===== config.mk =====
export PLATFORM = sky130hd
export DESIGN_NAME = dsa_dispatch_gate
export DESIGN_NICKNAME = d
export VERILOG_FILES = /design/src/rtl/dsa_pkg.sv /design/src/rtl/dsa_carry.sv /design/src/rtl/dsa_lane.sv /design/src/rtl/dsa_event_reg.sv /design/src/rtl/dsa_dispatch_gate.sv
export SDC_FILE = /design/constraint.sdc
export NUM_CORES = 1
export LEC_CHECK = 0
export BUFFER_PORTS_ARGS = -buffer_cell sky130_fd_sc_hd__buf_2
export CAP_MARGIN = 20
export CORE_MARGIN = 10
export CORE_UTILIZATION = 60
export CTS_CLUSTER_SIZE = 10
export DETAILED_ROUTE_END_ITERATION = 16
export GPL_TIMING_DRIVEN = 0
export HOLD_SLACK_MARGIN = 0.03
export PLACE_DENSITY = 0.95
export SLEW_MARGIN = 10
export SYNTH_ARGS = -nofsm -noshare
export SYNTH_HDL_FRONTEND = slang
export SYNTH_SLANG_ARGS = --single-unit

===== constraint.sdc =====
create_clock -name clk -period 37.9 [get_ports clk]
set_input_delay 5.685 -clock clk [delete_from_list [all_inputs] [get_ports clk]]
set_output_delay 5.685 -clock clk [all_outputs]
set_load 0.005 [all_outputs]

===== src/rtl/dsa_pkg.sv =====
package dsa_pkg;

  typedef enum logic [2:0] {
    STALL_NONE       = 3'd0,
    STALL_SLOTS      = 3'd1,
    STALL_GROUP      = 3'd2,
    STALL_RETIRE     = 3'd3,
    STALL_REGFILE    = 3'd4,
    STALL_DOWNSTREAM = 3'd5
  } stall_e;

endpackage


===== src/rtl/dsa_carry.sv =====
module dsa_carry #(
  parameter int DISP_W = 4,
  parameter int UOP_W  = 4
) (
  input  logic             clk,
  input  logic             rst,
  input  logic             load,
  input  logic [UOP_W-1:0] load_val,
  output logic [UOP_W-1:0] free_start,
  output logic             hold,
  output logic             cev_valid,
  output logic [UOP_W-1:0] cev_used
);

  localparam logic [UOP_W-1:0] FULL = UOP_W'(DISP_W);

  logic [UOP_W-1:0] carry_q;
  logic [UOP_W-1:0] carry_d;
  logic [UOP_W-1:0] rem;

  // start-of-cycle split of the carried micro-ops
  always_comb begin
    if (carry_q == '0) begin
      free_start = FULL;
      cev_used   = '0;
      rem        = '0;
    end else if (carry_q >= FULL) begin
      free_start = '0;
      cev_used   = FULL;
      rem        = carry_q - FULL;
    end else begin
      free_start = FULL - carry_q;
      cev_used   = carry_q;
      rem        = '0;
    end
    hold      = (rem != '0);
    cev_valid = (carry_q != '0);
    if (hold)      carry_d = rem;
    else if (load) carry_d = load_val;
    else           carry_d = '0;
  end

  always_ff @(posedge clk) begin
    if (rst) carry_q <= '0;
    else     carry_q <= carry_d;
  end

  // carried work strictly shrinks every cycle until it is gone
  a_r6_carry_shrinks: assert property (@(posedge clk) disable iff (rst)
    (carry_q != '0) |=> (carry_q < $past(carry_q)));

  // no wide instruction may be taken while carried work remains
  a_r7_hold_no_load: assert property (@(posedge clk) disable iff (rst)
    hold |-> !load);

endmodule


===== src/rtl/dsa_lane.sv =====
module dsa_lane import dsa_pkg::*; #(
  parameter int DISP_W = 4,
  parameter int UOP_W  = 4,
  parameter int ROB_W  = 6
) (
  input  logic             en_in,
  input  logic             hold,
  input  logic             in_valid,
  input  logic [UOP_W-1:0] uops,
  input  logic             beg,
  input  logic             fin,
  input  logic             rf_ok,
  input  logic             ds_ok,
  input  logic [UOP_W-1:0] avail_in,
  input  logic [ROB_W-1:0] rob_used_in,
  input  logic [ROB_W-1:0] rob_free,
  output logic             accept,
  output logic             refuse,
  output stall_e           reason,
  output logic [UOP_W-1:0] avail_out,
  output logic [ROB_W-1:0] rob_used_out,
  output logic             wide,
  output logic [UOP_W-1:0] wide_rest,
  output logic [UOP_W-1:0] ev_uops
);

  localparam logic [UOP_W-1:0] FULL = UOP_W'(DISP_W);
  localparam int SUM_W = ((ROB_W > UOP_W) ? ROB_W : UOP_W) + 1;

  logic             over;
  logic [UOP_W-1:0] req;
  logic [SUM_W-1:0] rob_sum;
  logic             rob_fit;
  logic             live;
  stall_e           r;

  always_comb begin
    over    = (uops > FULL);
    req     = over ? FULL : uops;
    rob_sum = SUM_W'(rob_used_in) + SUM_W'(uops);
    rob_fit = (rob_sum <= SUM_W'(rob_free));

    // fixed check order: slots, group, retire, register file, downstream
    if (hold || (req > avail_in))      r = STALL_SLOTS;
    else if (beg && (avail_in != FULL)) r = STALL_GROUP;
    else if (!rob_fit)                  r = STALL_RETIRE;
    else if (!rf_ok)                    r = STALL_REGFILE;
    else if (!ds_ok)                    r = STALL_DOWNSTREAM;
    else                                r = STALL_NONE;

    live   = en_in && in_valid;
    accept = live && (r == STALL_NONE);
    refuse = live && (r != STALL_NONE);
    reason = refuse ? r : STALL_NONE;

    if (!accept)          avail_out = avail_in;
    else if (fin || over) avail_out = '0;
    else                  avail_out = avail_in - uops;

    rob_used_out = accept ? (rob_used_in + ROB_W'(uops)) : rob_used_in;
    wide         = accept && over;
    wide_rest    = uops - FULL;
    ev_uops      = req;
  end

endmodule


===== src/rtl/dsa_event_reg.sv =====
module dsa_event_reg #(
  parameter int DISP_W = 4,
  parameter int UOP_W  = 4
) (
  input  logic                    clk,
  input  logic                    rst,
  input  logic [DISP_W-1:0]       acc,
  input  logic [DISP_W*UOP_W-1:0] evu,
  input  logic                    cev_v,
  input  logic [UOP_W-1:0]        cev_u,
  input  logic [2:0]              stall,
  output logic [DISP_W-1:0]       ev_valid_q,
  output logic [DISP_W*UOP_W-1:0] ev_uops_q,
  output logic                    cev_valid_q,
  output logic [UOP_W-1:0]        cev_uops_q,
  output logic [2:0]              stall_q
);

  localparam logic [UOP_W-1:0] FULL = UOP_W'(DISP_W);

  for (genvar g = 0; g < DISP_W; g++) begin : g_ev
    always_ff @(posedge clk) begin
      if (rst) begin
        ev_valid_q[g]                 <= 1'b0;
        ev_uops_q[g*UOP_W +: UOP_W]   <= '0;
      end else begin
        ev_valid_q[g]                 <= acc[g];
        ev_uops_q[g*UOP_W +: UOP_W]   <= acc[g] ? evu[g*UOP_W +: UOP_W] : '0;
      end
    end

    // a reported event never exceeds the dispatch width
    a_r10_ev_bound: assert property (@(posedge clk) disable iff (rst)
      ev_valid_q[g] |-> (ev_uops_q[g*UOP_W +: UOP_W] <= FULL));
  end

  always_ff @(posedge clk) begin
    if (rst) begin
      cev_valid_q <= 1'b0;
      cev_uops_q  <= '0;
      stall_q     <= '0;
    end else begin
      cev_valid_q <= cev_v;
      cev_uops_q  <= cev_v ? cev_u : '0;
      stall_q     <= stall;
    end
  end

endmodule


===== src/rtl/dsa_dispatch_gate.sv =====
module dsa_dispatch_gate import dsa_pkg::*; #(
  parameter int DISP_W = 4,
  parameter int UOP_W  = 4,
  parameter int ROB_W  = 6
) (
  input  logic                    clk,
  input  logic                    rst,
  input  logic [DISP_W-1:0]       in_valid,
  input  logic [DISP_W*UOP_W-1:0] in_uops,
  input  logic [DISP_W-1:0]       in_begin,
  input  logic [DISP_W-1:0]       in_end,
  input  logic [DISP_W-1:0]       in_rf_ok,
  input  logic [DISP_W-1:0]       in_ds_ok,
  input  logic [ROB_W-1:0]        rob_free,
  output logic [DISP_W-1:0]       in_ready,
  output logic [DISP_W-1:0]       ev_valid,
  output logic [DISP_W*UOP_W-1:0] ev_uops,
  output logic                    carry_ev_valid,
  output logic [UOP_W-1:0]        carry_ev_uops,
  output logic [2:0]              stall_code
);

  localparam logic [UOP_W-1:0] FULL = UOP_W'(DISP_W);
  localparam int BUD_W = UOP_W + $clog2(DISP_W + 1) + 1;

  logic [UOP_W-1:0]        free_start;
  logic                    hold;
  logic                    cev_v;
  logic [UOP_W-1:0]        cev_u;
  logic                    load;
  logic [UOP_W-1:0]        load_val;

  logic [DISP_W:0]         en;
  logic [UOP_W-1:0]        avail   [DISP_W+1];
  logic [ROB_W-1:0]        rob_u   [DISP_W+1];
  logic [DISP_W-1:0]       refuse;
  stall_e                  reason  [DISP_W];
  logic [DISP_W-1:0]       wide;
  logic [UOP_W-1:0]        rest    [DISP_W];
  logic [DISP_W*UOP_W-1:0] evu;
  logic [2:0]              stall_or;
  logic [BUD_W-1:0]        budget;

  dsa_carry #(.DISP_W(DISP_W), .UOP_W(UOP_W)) u_carry (
    .clk       (clk),
    .rst       (rst),
    .load      (load),
    .load_val  (load_val),
    .free_start(free_start),
    .hold      (hold),
    .cev_valid (cev_v),
    .cev_used  (cev_u)
  );

  assign en[0]    = 1'b1;
  assign avail[0] = free_start;
  assign rob_u[0] = '0;

  for (genvar g = 0; g < DISP_W; g++) begin : g_lane
    dsa_lane #(.DISP_W(DISP_W), .UOP_W(UOP_W), .ROB_W(ROB_W)) u_lane (
      .en_in       (en[g]),
      .hold        (hold),
      .in_valid    (in_valid[g]),
      .uops        (in_uops[g*UOP_W +: UOP_W]),
      .beg         (in_begin[g]),
      .fin         (in_end[g]),
      .rf_ok       (in_rf_ok[g]),
      .ds_ok       (in_ds_ok[g]),
      .avail_in    (avail[g]),
      .rob_used_in (rob_u[g]),
      .rob_free    (rob_free),
      .accept      (in_ready[g]),
      .refuse      (refuse[g]),
      .reason      (reason[g]),
      .avail_out   (avail[g+1]),
      .rob_used_out(rob_u[g+1]),
      .wide        (wide[g]),
      .wide_rest   (rest[g]),
      .ev_uops     (evu[g*UOP_W +: UOP_W])
    );
    assign en[g+1] = in_ready[g];

    // a begin-group lane only passes with the whole cycle still free
    a_r3_begin_full: assert property (@(posedge clk) disable iff (rst)
      (in_ready[g] && in_begin[g]) |-> (avail[g] == FULL));

    if (g > 0) begin : g_order
      // a younger lane never passes ahead of an older one
      a_r9_in_order: assert property (@(posedge clk) disable iff (rst)
        in_ready[g] |-> in_ready[g-1]);
    end
  end

  always_comb begin
    load     = 1'b0;
    load_val = '0;
    stall_or = '0;
    budget   = BUD_W'(cev_u);
    for (int i = 0; i < DISP_W; i++) begin
      load     = load | wide[i];
      load_val = load_val | (wide[i] ? rest[i] : '0);
      stall_or = stall_or | 3'(reason[i]);
      if (in_ready[i]) budget = budget + BUD_W'(evu[i*UOP_W +: UOP_W]);
    end
  end

  dsa_event_reg #(.DISP_W(DISP_W), .UOP_W(UOP_W)) u_events (
    .clk        (clk),
    .rst        (rst),
    .acc        (in_ready),
    .evu        (evu),
    .cev_v      (cev_v),
    .cev_u      (cev_u),
    .stall      (stall_or),
    .ev_valid_q (ev_valid),
    .ev_uops_q  (ev_uops),
    .cev_valid_q(carry_ev_valid),
    .cev_uops_q (carry_ev_uops),
    .stall_q    (stall_code)
  );

  // carried and new micro-ops together never exceed the cycle's slots
  a_r2_budget: assert property (@(posedge clk) disable iff (rst)
    budget <= BUD_W'(DISP_W));

  // carried work still pending blocks every lane
  a_r7_hold_blocks: assert property (@(posedge clk) disable iff (rst)
    hold |-> (in_ready == '0));

  // at most one lane reports a refusal
  a_r8_one_refusal: assert property (@(posedge clk) disable iff (rst)
    $onehot0(refuse));

  // events follow the acceptance pattern one cycle later
  a_r10_event_follows: assert property (@(posedge clk) disable iff (rst)
    1'b1 |=> (ev_valid == $past(in_ready)));

endmodule


==> results of run 1 <==
[per-layer routing]
metal / routed length [um] / share of wire / vias up
li1: - / - / 2052
met1: 5230 / 0.40 / 2000
met2: 6190 / 0.47 / 261
met3: 1240 / 0.095 / 43
met4: 403 / 0.031 / 0
met5: 0 / 0 / -
[cell families (layout without fill, tap and decap cells)]
| kind of cell | Yosys count | after routing |
|---|---|---|
| AOI/OAI and AO/OA | 128 | 128 |
| xor gates and xnor gates | 16 | 16 |
| adders and majority gates | 73 | 73 |
| buffers and inverters | 64 | 146 |
| DFF | 32 | 32 |
| muxes | 10 | 10 |
| other | 2 | 2 |
| and+or+nand+nor | 195 | 195 |
[metrics by stage]
step | hold WS (ns) | worst slack [ns]
6_report | 0.563 | 14.13
2_1_floorplan | 0.454 | 16.28
5_1_grt | 0.579 | 13.43
3_5_place_dp | 0.534 | 14.37
3_3_place_gp | 0.526 | 14.63
4_1_cts | 0.557 | 14.32
[worst paths after layout]
kind                      startpoint                endpoint  slack, ns  depth (start not counted)
hold reg to reg   u_carry.carry_q[1]  u_events.cev_uops_q[1]       0.56                          2
setup / recovery          in_uops[3]             in_ready[3]      14.13                         54
setup reg to reg  u_carry.carry_q[3]  u_events.ev_uops_q[12]      25.77                         50
hold / removal    u_carry.carry_q[1]  u_events.cev_uops_q[1]       0.56                          2
[final cells by class]
class | instances | area [sq um]
Buffer | 12 | 88.8
Clock buffer | 7 | 96.3
Clock inverter | 1 | 30.0
Fill cell | 558 | 2000
Inverter | 52 | 195
Multi-Input combinational cell | 424 | 3240
Sequential cell | 32 | 641
Tap cell | 80 | 100
Timing Repair Buffer | 74 | 370
[cells in the mapped netlist (all sizes together), types with 8 or more instances]
cell type / number
nor2: 43
a31oi: 11
inv: 52
nand3: 16
nand4: 14
and3: 11
nand2: 32
dfxtp: 32
a21oi: 36
buf: 11
nor3: 14
ha: 66
xor2: 9
mux2: 8
o21ai: 25
and2: 20
[flip-flops by register name, indices dropped and copies added (netlist names)]
name / count
u_events.ev_uops_q: 16
u_events.cev_valid_q: 1
u_events.stall_q: 3
u_events.cev_uops_q: 4
u_carry.carry_q: 4
u_events.ev_valid_q: 4
[power by group through the flow]
stage,clock network (mW),registers (mW),logic [mW]
3_5_place_dp,0,0.0351,0.0389
2_1_floorplan,0,0.0351,0.0265
3_3_place_gp,0,0.0350,0.0369
5_1_grt,0.0384,0.0343,0.0440
6_report,0.0367,0.0343,0.0402
4_1_cts,0.0365,0.0343,0.0392
[worst max-delay path, delay by kind of cell]
family                   cells  cell delay, ns
multiplexers                 1            0.33
AND/OR/NAND/NOR             17            4.12
adder cells (fa/ha/maj)     10            2.97
XOR/XNOR                     2            0.39
AO/OA/AOI/OAI               16            3.54
buffers and inverters        8            1.04
==> results.yml, run 1 <==
status:
  status: "finished, final reports clean"
floorplanning:
  io_pins: 76
  die_w_um: 103
  start_util: 0.616
  core_area_sq_um: 6760
  std_cell_rows: 30
  die_h_um: 103
  die_area_sq_um: 10700
power_and_ir_drop:
  p_total_uw: 111
  p_leak_nw: 2.41
  powerDensity_nw_per_um2: 23.4
  ir_drop_v: 0.0000137
  switching_share: 0.343
  netSwitchingPower_uw: 38.2
  seq_power_share: 0.308
  comb_power_share: 0.362
  power.clock.fraction: 0.330
  p_int_uw: 73.0
hold_path:
  hold_path_class: "reg -> reg"
clock_network:
  cts_buffers: 5
  clk_pin_slew_ns: 0.07
  cts_sinks: 32
  cts_max_path_buffers: 2
  cts_tree: "yes"
  clk_latency_ns: 0.29
  post_cts_resized: 0
  ctsHoldBuffers: 0
  cts_setup_buffers: 0
  htreeDepth: 2
  cts.root.buffer_cell: "clkbuf_8"
drt:
  wl_per_cell_um: 19.2
  first_pass_iters: 6
  via_per_inst: 6.39
  wl_um: 13100
  drtIter0Drc: 384
  routed-via-count: 4356
  drc_errors: 0
  postRouteAntennaNets: 0
cells_and_area:
  num-nets-final: 717
  fin_area_sq_um: 4760
  final_common_cell: "buf_2"
  most-common-layout-cells: "76 x buf_2, 66 x ha_1, 49 x inv_1, 42 x nor2_1, 33 x a21oi_1"
  areaGrowthSynthToFinish_pct: 14.3
  final_layout_size_suffix_gt1_frac: 0.243
  diodes: 0
  final_core_util: 0.704
  fin_cells: 682
logic_synthesis:
  yosysTopAreaCellShare: 0.198
  synth_area_sq_um: 4160
  synth_mux_area_frac: 0.0265
  synth-seq-cells: 32
  yosys_warnings: 0
  ys_types: 78
  synth_xor_area_frac: 0.0337
  synthSimpleGateAreaFrac: 0.269
  postSynthAreaPerCell_sq_um: 8.00
  synth_top_family_by_area: "simple AND/OR/NAND/NOR gates"
  ys_top_cells_by_area: "ha_1 20%, dfxtp_1 15%, inv_1 4.4%, a21oi_1 4.0%, nor2_1 3.8%"
  async_flop_share: 0
  synth_flop_cell: "dfxtp_1"
  syn_inst: 520
  synth_compound_area_frac: 0.217
  synth_enable_flop_cells: 0
  yosys.area.top_type: "ha_1"
  synth_nets: 636
  synthAdderAreaFrac: 0.230
  seq_area_frac_synth: 0.154
timing:
  fin_skew_ns: 0.00940
  max_freq_mhz: 42.1
  hold_violations: 0
  post-route-min-period_ns: 23.77
  grt_setup_unrepaired: "false"
  final-setup-viol-count: 0
  worstMarginPinSlew_ns: 0.731
  finalCritPeriodShare: 0.627
  slew_violations: 0
  maxSlewHeadroom: 0.507
  setup_tns_ns: 0
grt:
  busiest_layer: "met2"
  grt_pass1_wl_um: 20100
  grt_use_met1: 0.281
  use_met3: 0.0392
  grt.overflow.total: 0
  grt_pass1_vias: 4221
  grt_use_met2: 0.421
  grt_usage: 0.238
  grt_max_degree: 11
  antenna_found_initial: 0
critical_path:
  slowest_stage: "or3_1"
  cp.arrival_ns: 18.08
  crit_type: "in -> out"
  worst_path_largest_cell_delay_ns: 0.45
  worst-path-max-fanout: 10
  end_kind: "output port"
  start_kind: "input pin"
  required_ns: 32.22
  crit_path_frequent_cell: "ha_1"
placement:
  placedCellCount: 674
  gp_congestion: 0.991
  place_hpwl_um: 10900
  dpl-instance-area_sq_um: 4630
  port_buffers: 74
run:
  drv_cap: 0
Power figures use the tool's default switching activity.
==> inputs of run 2 (changes only) <==
CORE_UTILIZATION = 52   (was 60)
PLACE_DENSITY = 0.89   (was 0.95)
clock period = 20.4 ns   (was 37.9 ns; I/O delays follow)
==> results.yml, run 2 (synthesis results as in run 1) <==
hold_path:
  worstHoldStart: "u_carry.carry_q[1]"
  hold_path_class: "reg -> reg"
  hold_depth: 2
  min_to: "u_events.cev_uops_q[1]"
timing:
  post-route-min-period_ns: 18.65
  max_freq_mhz: 53.6
  layout_setup_ws_ns: 1.75
  finalCritPeriodShare: 0.914
  slew_violations: 0
  hold_violations: 0
  maxSlewHeadroom: 0.506
  holdWs_ns: 0.593
  final-setup-viol-count: 0
  fin_skew_ns: 0.00934
  grt_setup_unrepaired: "false"
  setup_tns_ns: 0
  worstMarginPinSlew_ns: 0.733
grt:
  grt_pass1_wl_um: 21600
  grt_pass1_vias: 4371
  antenna_found_initial: 0
  grt_max_degree: 11
  grt_usage: 0.226
  grt.overflow.total: 0
clock_network:
  cts.root.buffer_cell: "clkbuf_8"
  post_cts_resized: 0
  clk_latency_ns: 0.30
  cts_sinks: 32
  cts_buffers: 5
  ctsHoldBuffers: 0
  cts_tree: "yes"
  htreeDepth: 2
  clk_pin_slew_ns: 0.08
  cts_setup_buffers: 0
  cts_max_path_buffers: 2
critical_path:
  crit_type: "in -> out"
  path_buf_inv: 7
  slowest_stage: "fa_1"
  crit_family: "simple AND/OR/NAND/NOR gates"
  cp.arrival_ns: 15.59
  path_depth: 55
  worst_path_largest_cell_delay_ns: 0.44
  required_ns: 17.34
  reg2regPathDepth: 55
  start_kind: "input pin"
  rr_endpoint: "u_carry.carry_q[0]"
  worst-path-max-fanout: 10
  crit_path_frequent_cell: "ha_1"
  reg2reg_from: "u_carry.carry_q[3]"
  end_kind: "output port"
  r2r_setup_slack_ns: 8.15
cells_and_area:
  diodes: 0
  final_common_cell: "buf_2"
  fin_area_sq_um: 4780
  areaGrowthSynthToFinish_pct: 15.0
  fin_cells: 704
  num-nets-final: 717
  largest_reg_flops: 16
  regMostFlops: "u_events.ev_uops_q"
  final_layout_size_suffix_gt1_frac: 0.243
  most-common-layout-cells: "76 x buf_2, 66 x ha_1, 49 x inv_1, 42 x nor2_1, 33 x a21oi_1"
  final_core_util: 0.616
run:
  drv_cap: 0
drt:
  drc_errors: 0
  drtIter0Drc: 271
  top_layer: "met4"
  wl_um: 13600
  met1_length_um: 5690
  met3_wirelength_um: 970
  met2_length_um: 6420
  first_pass_iters: 5
  postRouteAntennaNets: 0
  routed-via-count: 4343
  wl_per_cell_um: 19.3
  via_per_inst: 6.17
power_and_ir_drop:
  switching_share: 0.347
  netSwitchingPower_uw: 72.2
  powerDensity_nw_per_um2: 43.5
  p_leak_nw: 2.41
  p_int_uw: 136
  seq_power_share: 0.306
  comb_power_share: 0.360
  p_total_uw: 208
  ir_drop_v: 0.0000213
  power.clock.fraction: 0.334
floorplanning:
  std_cell_rows: 32
  die_h_um: 109
  io_pins: 76
  start_util: 0.536
  core_area_sq_um: 7770
  die_w_um: 109
  die_area_sq_um: 12000
placement:
  place_hpwl_um: 11500
  dpl-instance-area_sq_um: 4660
  dp_slack_ns: 1.94
  port_buffers: 74
  placedCellCount: 696
  gp_congestion: 0.957
status:
  status: "finished, final reports clean"
-- run 2: routing by layer --
| metal | up-vias | GRT usage |
|---|---|---|
| met5 | - | 0 |
| met4 | 0 | 0.104 |
| met3 | 44 | 0.0281 |
| met2 | 177 | 0.384 |
| met1 | 2067 | 0.278 |
| li1 | 2055 | - |
-- run 2: layout make-up --
cell class | instances | area (sq um)
tap | 102 | 128
inverter | 52 | 195
clock buffer | 7 | 96.3
timing repair buffer | 74 | 370
clock inverter | 1 | 30.0
sequential | 32 | 641
buffer | 12 | 88.8
fill | 749 | 2980
multi-input combinational | 424 | 3240
-- run 2: worst max path at each step --
stage               start          end
2_1_floorplan  in_uops[3]  in_ready[3]
3_3_place_gp   in_uops[3]  in_ready[3]
3_5_place_dp   in_uops[3]  in_ready[3]
4_1_cts        in_uops[3]  in_ready[3]
5_1_grt        in_uops[3]  in_ready[3]
6_report       in_uops[3]  in_ready[3]
-- run 2: power by group through the flow --
stage               clock (mW)  sequential, mW  combinational [mW]
floorplan                    0          0.0652              0.0491
global placement             0          0.0651              0.0697
detailed placement           0          0.0651              0.0729
CTS                     0.0699          0.0637              0.0735
global route            0.0723          0.0638              0.0833
finish                  0.0694          0.0637              0.0749
-- run 2: tightest hold or removal path, stage by stage, from the launching register on --
cell,delay [ns]
dfxtp_1,0.34
inv_1,0.09
nor4_1,0.09
